===== config.mk =====
export PLATFORM = sky130hd
export DESIGN_NAME = ptmr_frame
export DESIGN_NICKNAME = d
export VERILOG_FILES = /design/src/rtl/ptmr_pkg.sv /design/src/rtl/ptmr_access.sv /design/src/rtl/ptmr_decode.sv /design/src/rtl/ptmr_core.sv /design/src/rtl/ptmr_frame.sv
export SDC_FILE = /design/constraint.sdc
export NUM_CORES = 1
export LEC_CHECK = 0
export ABC_CLOCK_PERIOD_IN_PS = 4900
export BUFFER_PORTS_ARGS = -buffer_cell sky130_fd_sc_hd__buf_2
export CAP_MARGIN = 20
export CELL_PAD_IN_SITES_DETAIL_PLACEMENT = 0
export CELL_PAD_IN_SITES_GLOBAL_PLACEMENT = 1
export CORE_ASPECT_RATIO = 0.5
export CORE_MARGIN = 2
export CORE_UTILIZATION = 40
export CTS_BUF_LIST = sky130_fd_sc_hd__clkbuf_2 sky130_fd_sc_hd__clkbuf_4 sky130_fd_sc_hd__clkbuf_8
export DETAILED_ROUTE_END_ITERATION = 8
export MAX_ROUTING_LAYER = met4
export PLACE_DENSITY = 0.88
export SETUP_SLACK_MARGIN = 0.15
export SYNTH_ARGS = -nofsm -noshare
export SYNTH_HDL_FRONTEND = slang
export SYNTH_SLANG_ARGS = --single-unit

===== constraint.sdc =====
create_clock -name clk_i -period 4.9 [get_ports clk_i]
set_input_delay 0.735 -clock clk_i [delete_from_list [all_inputs] [get_ports clk_i]]
set_output_delay 0.735 -clock clk_i [all_outputs]
set_load 0.02 [all_outputs]

===== src/rtl/ptmr_pkg.sv =====
package ptmr_pkg;
  localparam int unsigned OFF_CVAL_LO = 'h020;
  localparam int unsigned OFF_CVAL_HI = 'h024;
  localparam int unsigned OFF_TVAL    = 'h028;
  localparam int unsigned OFF_CTL     = 'h02C;

  localparam int unsigned CTL_EN   = 0;
  localparam int unsigned CTL_MASK = 1;
  localparam int unsigned CTL_STAT = 2;

  typedef struct packed {
    logic ctl;
    logic tval;
    logic cval_hi;
    logic cval_lo;
  } reg_sel_t;
endpackage


===== src/rtl/ptmr_access.sv =====
module ptmr_access (
  input  logic user_view_i,
  input  logic priv_perm_i,
  input  logic user_en_i,
  output logic ok_o
);
  localparam int unsigned N_VIEWS = 2;
  logic [N_VIEWS-1:0] view_ok;

  // view 0: privileged, view 1: user (needs privileged access too)
  generate
    for (genvar v = 0; v < N_VIEWS; v++) begin : g_view
      if (v == 0) begin : g_priv
        assign view_ok[v] = priv_perm_i;
      end else begin : g_user
        assign view_ok[v] = view_ok[v-1] & user_en_i;
      end
    end
  endgenerate

  assign ok_o = view_ok[user_view_i];
endmodule


===== src/rtl/ptmr_decode.sv =====
module ptmr_decode
  import ptmr_pkg::*;
#(
  parameter int unsigned ADDR_W = 13
) (
  input  logic [ADDR_W-1:0] addr_i,
  input  logic              ok_i,
  output logic              user_view_o,
  output reg_sel_t          sel_o
);
  localparam int unsigned OFF_W = ADDR_W - 1;

  logic [OFF_W-1:0] off;
  assign off         = addr_i[OFF_W-1:0];
  assign user_view_o = addr_i[ADDR_W-1];

  always_comb begin
    sel_o         = '0;
    sel_o.ctl     = ok_i && (off == OFF_W'(OFF_CTL));
    sel_o.tval    = ok_i && (off == OFF_W'(OFF_TVAL));
    sel_o.cval_hi = ok_i && (off == OFF_W'(OFF_CVAL_HI));
    sel_o.cval_lo = ok_i && (off == OFF_W'(OFF_CVAL_LO));
  end
endmodule


===== src/rtl/ptmr_core.sv =====
module ptmr_core
  import ptmr_pkg::*;
#(
  parameter int unsigned DATA_W = 32
) (
  input  logic                clk_i,
  input  logic                rst_ni,
  input  logic [2*DATA_W-1:0] count_i,
  input  reg_sel_t            sel_i,
  input  logic                wr_en_i,
  input  logic [DATA_W-1:0]   wdata_i,
  output logic [DATA_W-1:0]   rdata_o,
  output logic                irq_o
);
  localparam int unsigned CNT_W = 2 * DATA_W;

  logic [CNT_W-1:0] cval_q;
  logic             en_q, mask_q;
  logic [CNT_W-1:0] diff;      // count - compare
  logic             cond_met;
  logic             stat;
  logic [CNT_W-1:0] wdata_sx;

  assign diff     = count_i - cval_q;
  assign cond_met = ~diff[CNT_W-1];
  assign stat     = en_q & cond_met;
  assign irq_o    = stat & ~mask_q;
  assign wdata_sx = {{DATA_W{wdata_i[DATA_W-1]}}, wdata_i};

  always_ff @(posedge clk_i or negedge rst_ni) begin
    if (!rst_ni) begin
      cval_q <= '0;
      en_q   <= 1'b0;
      mask_q <= 1'b0;
    end else if (wr_en_i) begin
      if (sel_i.ctl) begin
        en_q   <= wdata_i[CTL_EN];
        mask_q <= wdata_i[CTL_MASK];
      end
      if (sel_i.tval)    cval_q <= count_i + wdata_sx;
      if (sel_i.cval_lo) cval_q[DATA_W-1:0] <= wdata_i;
      if (sel_i.cval_hi) cval_q[CNT_W-1:DATA_W] <= wdata_i;
    end
  end

  always_comb begin
    rdata_o = '0;
    if (sel_i.ctl) begin
      rdata_o[CTL_EN]   = en_q;
      rdata_o[CTL_MASK] = mask_q;
      rdata_o[CTL_STAT] = stat;
    end
    if (sel_i.tval)    rdata_o = DATA_W'(-diff);
    if (sel_i.cval_lo) rdata_o = cval_q[DATA_W-1:0];
    if (sel_i.cval_hi) rdata_o = cval_q[CNT_W-1:DATA_W];
  end

  p_tval_wr_r6: assert property (@(posedge clk_i) disable iff (!rst_ni)
    (wr_en_i && sel_i.tval) |=> cval_q == $past(count_i) + {{DATA_W{$past(wdata_i[DATA_W-1])}}, $past(wdata_i)});

  p_no_sel_wi_r10: assert property (@(posedge clk_i) disable iff (!rst_ni)
    (wr_en_i && sel_i == '0) |=> ($stable(cval_q) && $stable(en_q) && $stable(mask_q)));

  p_ctl_upper_zero_r2: assert property (@(posedge clk_i) disable iff (!rst_ni)
    sel_i.ctl |-> rdata_o[DATA_W-1:3] == '0);

  p_stat_off_r4: assert property (@(posedge clk_i) disable iff (!rst_ni)
    (sel_i.ctl && !en_q) |-> !rdata_o[CTL_STAT]);

  p_irq_drop_r5: assert property (@(posedge clk_i) disable iff (!rst_ni)
    (wr_en_i && sel_i.ctl && !wdata_i[CTL_EN]) |=> !irq_o);
endmodule


===== src/rtl/ptmr_frame.sv =====
module ptmr_frame
  import ptmr_pkg::*;
#(
  parameter int unsigned DATA_W = 32,
  parameter int unsigned ADDR_W = 13
) (
  input  logic                clk_i,
  input  logic                rst_ni,
  input  logic [ADDR_W-1:0]   addr_i,
  input  logic                wr_en_i,
  input  logic [DATA_W-1:0]   wdata_i,
  output logic [DATA_W-1:0]   rdata_o,
  input  logic [2*DATA_W-1:0] count_i,
  input  logic                priv_perm_i,
  input  logic                user_en_i,
  output logic                irq_o
);
  logic     user_view;
  logic     access_ok;
  reg_sel_t sel;

  ptmr_access u_access (
    .user_view_i (user_view),
    .priv_perm_i (priv_perm_i),
    .user_en_i   (user_en_i),
    .ok_o        (access_ok)
  );

  ptmr_decode #(.ADDR_W(ADDR_W)) u_decode (
    .addr_i      (addr_i),
    .ok_i        (access_ok),
    .user_view_o (user_view),
    .sel_o       (sel)
  );

  ptmr_core #(.DATA_W(DATA_W)) u_core (
    .clk_i   (clk_i),
    .rst_ni  (rst_ni),
    .count_i (count_i),
    .sel_i   (sel),
    .wr_en_i (wr_en_i),
    .wdata_i (wdata_i),
    .rdata_o (rdata_o),
    .irq_o   (irq_o)
  );

  p_raz_priv_r8: assert property (@(posedge clk_i) disable iff (!rst_ni)
    (!addr_i[ADDR_W-1] && !priv_perm_i) |-> rdata_o == '0);

  p_raz_user_r9: assert property (@(posedge clk_i) disable iff (!rst_ni)
    (addr_i[ADDR_W-1] && !(priv_perm_i && user_en_i)) |-> rdata_o == '0);

  p_sel_onehot_r10: assert property (@(posedge clk_i) disable iff (!rst_ni)
    $onehot0(sel));
endmodule


==> results.py, run 1 <==
metrics = {
    "outcome": {
        "outcome": "complete, but fails checks",
        "violations": "setup timing",
    },
    "detailed_routing": {
        "via_per_inst": 5.99,
        "drc_errors": 0,
        "finalWirelength_mm": 42.9,
        "via_count": 12534,
        "dr.first_iter.drc_count": 1253,
        "first_pass_iters": 5,
        "avgRoutedWirePerCell_um": 20.5,
        "detail-route-antenna-nets": 0,
    },
    "timing": {
        "fin_crit_ps": 5010,
        "slew_headroom_pct": 31.5,
        "max_freq_mhz": 200,
        "worst_pin_slew_ps": 1030,
        "slew_violations": 0,
        "tns_ps": -655,
        "finalWorstSetupSlack_ps": -112,
        "finClkSkew_ps": 0,
        "fin_crit_sh_pct": 102,
        "setup_violations": 9,
        "rsz0062_at_grt": "true",
        "hold_viol": 0,
    },
    "flow_run": {
        "drv_cap": 0,
    },
    "logic_synthesis": {
        "synth_edf_count": 0,
        "synth_area_um2": 11000,
        "avgSynthCellArea_um2": 7.25,
        "ys_ff_latch": 66,
        "ys.flop_type": "dfrtp_1",
        "ys_seq_area_share_pct": 15.0,
        "syn-instance-count": 1513,
        "syn_nets": 1756,
        "async_flop_share_pct": 100,
        "synth.distinct_cells": 81,
        "yosysWarnings": 0,
    },
    "power": {
        "swShare_pct": 41.8,
        "p_leak_nw": 6.65,
        "power.density_nw_per_um2": 155,
        "p_int_w": 0.00124,
        "seq_power_share_pct": 25.8,
        "clockPowerShare_pct": 23.5,
        "totalPowerFinal_w": 0.00213,
        "pwr-share-comb_pct": 50.7,
        "peakVddDrop_uv": 98.2,
        "p_switching_w": 0.000889,
    },
    "floorplanning": {
        "num_rows": 42,
        "die_y_um": 121,
        "die_w_um": 238,
        "core_um2": 26700,
        "dieArea_um2": 28900,
        "ios": 147,
        "initial_utilization_pct": 41.1,
    },
    "finish": {
        "final_cells": 2091,
        "syn_to_final_growth_pct": 25.4,
        "layout-drive-gt1-share_pct": 23.5,
        "final_nets": 1976,
        "layout_commonest_cell": "a21oi_1",
        "nFillCells": 2648,
        "layout_common_cells": "a21oi_1 (151), buf_4 (147), nand2_1 (131)",
        "finalInstanceArea_um2": 13800,
    },
    "worst_setup_path": {
        "required_ps": 4160,
        "cp-start-kind": "flop",
        "worstPathMaxFanout": 3,
        "worstSetupPathType": "flop to output pin",
        "critPathArrivalTime_ps": 4280,
        "cp-end-kind": "output pin",
    },
    "clock_network": {
        "cts_tree": "done",
        "insertion_delay_ps": 370,
        "clk_pin_slew_worst_paths_ps": 90,
        "clockRootBuffer": "clkbuf_8",
        "clock-sinks": 66,
        "h-tree-depth": 3,
        "cts_buffers": 9,
        "cts_buffer_depth": 2,
    },
    "global_route": {
        "antenna_found_initial": 1,
        "overflow": 0,
        "grt_usage_pct": 29.8,
        "grt_pass1_wl_mm": 64.7,
        "grt_pass1_vias": 11266,
        "grt_max_degree": 46,
    },
    "placement": {
        "post-place-ws_ps": -386,
        "place.gp.congestion": 1.02,
        "dpl_cell_area_um2": 12800,
        "dp.cells": 2052,
        "dp_hpwl_mm": 34.7,
        "portBuffers": 146,
    },
    "hold_path": {
        "hold_class": "flop to flop",
    },
}
==> power groups by stage <==
stage	Combinational (W)	Sequential [W]	Clock, W
after detailed placement	0.000992	0.000559	0
after floorplan	0.000651	0.000559	0
after CTS	0.00103	0.000549	0.000500
after global placement	0.000989	0.000559	0
final	0.00108	0.000549	0.000500
after global routing	0.00118	0.000549	0.000519
==> worst max-delay path, cell delays in order (launching register included) <==
cell	delay, ps
dfrtp_1	360
inv_1	120
ha_1	300
nor2b_1	300
o21ai_4	130
a311o_1	390
a211o_1	300
a21oi_1	220
o211ai_1	280
nor4_4	380
nand4b_1	210
buf_4	190
nor3_4	160
buf_6	130
xnor2_2	60
o22ai_2	210
buf_6	150
==> final cells by class <==
type / count / area, µm² / area share [%]
Clock buffer: 9 / 124 / 0.900
Multi-Input combinational cell: 1266 / 9090 / 66.1
Tap cell: 352 / 440 / 3.20
Sequential cell: 66 / 1650 / 12.0
Timing Repair Buffer: 297 / 2020 / 14.7
Inverter: 93 / 352 / 2.55
Clock inverter: 7 / 77.6 / 0.564
Antenna cell: 1 / 2.50 / 0.0182
==> sequential cells by signal, summed over array words and instances (netlist names) <==
name	flops
u_core.mask_q	1
u_core.en_q	1
u_core.cval_q	64
==> per-stage QoR <==
stage               utilization [%]  hold slack (ps)
detailed placement             48.1              473
finish                         51.6              495
global route                   51.6              520
global placement               48.1              470
CTS                            50.3              493
floorplan                         -              439
==> what timing repair did <==
| item | 4_1_cts | 5_1_grt |
|---|---|---|
| buffers inserted | 13 | 9 |
| hold buffers | 0 | 0 |
| endpoints found under the setup margin | 25 | 23 |
| pin swaps | 26 | 35 |
| gates resized for setup | 69 | 60 |
==> layer usage <==
metal	vias to the layer above	routed length, µm	track usage, %
met5	-	0	-
met4	0	796	6.29
met3	56	3840	5.35
met2	499	17800	42.8
met1	5965	20400	43.4
li1	6014	-	-
==> logic make-up after synthesis <==
family,count (synthesis),synth area share (%)
flops,66,15.0
compound gates,564,33.7
xor+xnor,102,8.14
simple gates,451,19.9
buf+inv,181,6.28
fa+ha+maj,129,14.8
mux,20,2.07
==> final timing paths <==
| path | start | end | slack (ps) | cells after the start |
|---|---|---|---|---|
| worst max-delay path | u_core.cval_q[1] | rdata_o[31] | -110 | 16 |
| worst min-delay path | u_core.cval_q[60] | u_core.cval_q[60] | 500 | 2 |
| worst max register to register | u_core.cval_q[39] | u_core.cval_q[39] | 3940 | 4 |
| worst min register to register | u_core.cval_q[60] | u_core.cval_q[60] | 500 | 2 |
| max in group asynchronous | rst_ni | u_core.cval_q[14] | 3440 | 2 |
| min in group asynchronous | rst_ni | u_core.cval_q[61] | 510 | 1 |
==> synth_stat cells, drive strengths merged, types with 3 or more instances <==
library cell,count,share of area (%)
a211oi,43,3.1
a21oi,157,7.2
and2,9,0.51
a41oi,4,0.32
or2,7,0.42
mux2i,16,1.5
nand2,134,4.6
a2111oi,5,0.40
o22ai,13,0.74
a21o,74,5.1
a31o,3,0.24
ha,127,14
o211ai,12,0.82
nor4b,4,0.51
clkbuf,82,2.8
buf,6,0.30
and4,6,0.48
a22oi,20,1.4
a221oi,9,0.72
a311oi,3,0.24
dfrtp,66,15
o31ai,12,0.82
nand4,33,1.9
xor2,43,3.4
nor4,8,0.51
o21a,20,1.4
xnor2,59,4.7
nand2b,15,0.86
a31oi,20,1.3
o21ai,100,4.7
nor2b,17,0.97
o31a,3,0.24
o2111ai,6,0.54
nor2,118,4.0
a211o,11,0.88
o41ai,3,0.24
nand3,28,1.3
a21boi,10,0.68
nor3,40,1.8
or3,9,0.51
o21bai,18,1.2
inv,93,3.2
o311ai,4,0.32
and3,14,0.80
Power figures use the tool's default switching activity.
==> run 2, diff against run 1 <==
--- a/config.mk
+++ b/config.mk
@@ -5,14 +5,13 @@
 export SDC_FILE = /design/constraint.sdc
 export NUM_CORES = 1
 export LEC_CHECK = 0
+export ABC_AREA = 1
 export ABC_CLOCK_PERIOD_IN_PS = 4900
 export BUFFER_PORTS_ARGS = -buffer_cell sky130_fd_sc_hd__buf_2
 export CAP_MARGIN = 20
-export CELL_PAD_IN_SITES_DETAIL_PLACEMENT = 0
-export CELL_PAD_IN_SITES_GLOBAL_PLACEMENT = 1
 export CORE_ASPECT_RATIO = 0.5
 export CORE_MARGIN = 2
-export CORE_UTILIZATION = 40
+export CORE_UTILIZATION = 56
 export CTS_BUF_LIST = sky130_fd_sc_hd__clkbuf_2 sky130_fd_sc_hd__clkbuf_4 sky130_fd_sc_hd__clkbuf_8
 export DETAILED_ROUTE_END_ITERATION = 8
 export MAX_ROUTING_LAYER = met4
==> run 2 against run 1 <==
Against the previous run:
- wire length grew 19%
- largest cell class unchanged
- non-clock buffer count shrank 139
- critical endpoint is now rdata_o[18]
- clock power is essentially flat
- the run now ends clean
- worst hold slack lost 35 ps
- synthesized cell count grew 43%
==> results.py, run 2 <==
metrics = {
    "outcome": {
        "outcome": "completed",
    },
    "floorplanning": {
        "dieArea_um2": 23400,
        "num_rows": 38,
        "ios": 147,
        "core_um2": 21700,
        "initial_utilization_pct": 57.1,
        "die_y_um": 109,
        "die_w_um": 214,
    },
    "power": {
        "clockPowerShare_pct": 24.6,
        "p_switching_w": 0.000939,
        "pwr-share-comb_pct": 48.4,
        "power.density_nw_per_um2": 149,
        "totalPowerFinal_w": 0.00203,
        "swShare_pct": 46.2,
        "peakVddDrop_uv": 144,
        "seq_power_share_pct": 27.0,
        "p_leak_nw": 7.45,
        "p_int_w": 0.00109,
    },
    "worst_setup_path": {
        "cp-start-kind": "input pin",
        "worstSetupPathType": "input pin to output pin",
        "required_ps": 4160,
        "worstPathMaxFanout": 4,
        "critPathArrivalTime_ps": 3790,
        "reg2reg_depth": 2,
        "cp-end-kind": "output pin",
    },
    "global_route": {
        "overflow": 0,
        "grt_usage_pct": 44.9,
        "grt_max_degree": 57,
        "grt_pass1_vias": 13595,
        "grt_pass1_wl_mm": 77.0,
        "antenna_found_initial": 5,
    },
    "logic_synthesis": {
        "async_flop_share_pct": 100,
        "syn_nets": 2408,
        "synth.distinct_cells": 54,
        "synth_commonest_cells": "nand2_1 (551), inv_1 (356), nor2_1 (243), a21oi_1 (177), o21ai_0 (160)",
        "synth_edf_count": 0,
        "ys_ff_latch": 66,
        "yosysWarnings": 0,
        "synth_area_leaders": "nand2_1 (17%), dfrtp_1 (13%), ha_1 (13%)",
        "ys_seq_area_share_pct": 13.3,
        "synth_top_cell_by_area": "nand2_1",
        "synth_area_um2": 12400,
        "syn-instance-count": 2165,
        "yosysMostFrequentCell": "nand2_1",
        "netlist.area_leader.share_pct": 16.7,
        "ys.flop_type": "dfrtp_1",
        "avgSynthCellArea_um2": 5.72,
    },
    "detailed_routing": {
        "wl_met2_mm": 20.0,
        "first_pass_iters": 6,
        "m1WireLength_mm": 23.0,
        "dr.first_iter.drc_count": 2217,
        "highest_layer": "met4",
        "drc_errors": 0,
        "via_per_inst": 5.88,
        "via_count": 15328,
        "wl_met3_mm": 7.22,
        "avgRoutedWirePerCell_um": 19.6,
        "detail-route-antenna-nets": 0,
        "finalWirelength_mm": 51.1,
    },
    "finish": {
        "multiInputGateArea_um2": 9200,
        "layout_commonest_cell": "nand2_1",
        "regArea_um2": 1650,
        "layout_common_cells": "nand2_1 (551), inv_1 (356), nor2_1 (240)",
        "nFillCells": 2236,
        "syn_to_final_growth_pct": 10.3,
        "layout-drive-gt1-share_pct": 10.7,
        "reg.largest.list": "u_core.cval_q: 64 flops, u_core.en_q: 1 flops, u_core.mask_q: 1 flops",
        "regMostFlops": "u_core.cval_q",
        "largest_reg_flops": 64,
        "final_nets": 2540,
    },
    "clock_network": {
        "clk_pin_slew_worst_paths_ps": 90,
        "clock-sinks": 66,
        "cts_buffer_depth": 2,
        "cts_tree": "done",
        "h-tree-depth": 3,
        "insertion_delay_ps": 390,
        "clockRootBuffer": "clkbuf_8",
        "postCtsSetupBuffers": 0,
        "cts_hold_buffers": 0,
        "cts_buffers": 9,
        "cts_resized": 0,
    },
    "flow_run": {
        "drv_cap": 0,
    },
    "timing": {
        "finClkSkew_ps": 0,
        "slew_headroom_pct": 34.5,
        "fin_crit_sh_pct": 92.3,
        "max_freq_mhz": 221,
        "rsz0062_at_grt": "false",
        "slew_violations": 0,
        "fin_crit_ps": 4520,
        "worst_pin_slew_ps": 975,
        "hold_viol": 0,
        "setup_violations": 0,
        "finalWorstSetupSlack_ps": 379,
        "tns_ps": 0,
    },
    "placement": {
        "post-place-ws_ps": 473,
        "place.gp.congestion": 1.11,
        "portBuffers": 146,
        "dp_hpwl_mm": 43.7,
    },
    "hold_path": {
        "hold_class": "input pin to asynchronous set/reset pin",
    },
}
-- run 2: cell count changes after synthesis, sizes merged, moves of 60 or more --
cell / previous run / this run
nand2: 134 / 566
inv: 93 / 369
nor2: 118 / 261
nand3: 28 / 139
o21ai: 100 / 168
a21o: 74 / 11
clkbuf: 82 / 22
-- run 2: cell families after synthesis --
kind of cell,Yosys count,synth area share (%)
buffers and inverters,406,12.5
adder cells (fa/ha/maj),129,13.2
AND/OR/NAND/NOR,1049,36.2
multiplexers,8,0.707
AO/OA/AOI/OAI,476,21.8
XOR/XNOR,31,2.31
flip-flops,66,13.3
-- run 2: power by group through the flow --
stage / logic (W) / registers, W / clock network (W)
floorplan: 0.000623 / 0.000559 / 0
global placement: 0.000934 / 0.000559 / 0
detailed placement: 0.000938 / 0.000559 / 0
CTS: 0.000943 / 0.000548 / 0.000509
global route: 0.00107 / 0.000549 / 0.000526
finish: 0.000982 / 0.000549 / 0.000501
-- run 2: metrics by stage --
stage               instance area [µm²]  cells  hold WS (ps)  utilization, %
floorplan                         12400   2165           439               -
global placement                  13400   2586           463            62.0
detailed placement                13400   2586           466            62.0
CTS                               13600   2602           452            62.9
global route                      13600   2607           506            63.0
finish                            13600   2607           460            63.0
-- run 2: area by class of cell --
class | instances | area share [%]
clock inverters | 7 | 0.559
flip-flops and latches | 66 | 12.1
inverters | 369 | 10.1
diodes | 5 | 0.0917
repair buffers | 158 | 6.01
well taps | 300 | 2.75
multi-input cells | 1693 | 67.4
clock buffers | 9 | 0.908
-- run 2: routing by layer --
| metal | GRT usage [%] | vias up |
|---|---|---|
| li1 | - | 7393 |
| met1 | 61.8 | 6995 |
| met2 | 63.4 | 862 |
| met3 | 14.6 | 78 |
| met4 | 9.62 | 0 |
| met5 | - | - |
-- run 2: path summary, 6_finish.rpt --
| kind | start | end | slack [ps] |
|---|---|---|---|
| max | count_i[0] | rdata_o[18] | 380 |
| max in group asynchronous | rst_ni | u_core.cval_q[14] | 3370 |
| min reg2reg | u_core.cval_q[46] | u_core.cval_q[46] | 490 |
| min | rst_ni | u_core.cval_q[41] | 460 |
| max reg2reg | u_core.cval_q[43] | u_core.cval_q[43] | 3920 |
| min in group clk_i | u_core.cval_q[46] | u_core.cval_q[46] | 490 |
-- run 2: critical path: stages --
cell      delay [ps]
buf_2            100
inv_1             50
ha_1             180
inv_1            160
fa_1             440
inv_1             90
ha_1             140
inv_1             60
nor2_2           120
nand3_1          180
nor2_2           180
nand3_2          120
nor2_2           110
nand4_1          160
nor2_1           250
inv_1             60
o21bai_1         120
nand3_1          100
a22oi_1          220
buf_2            210
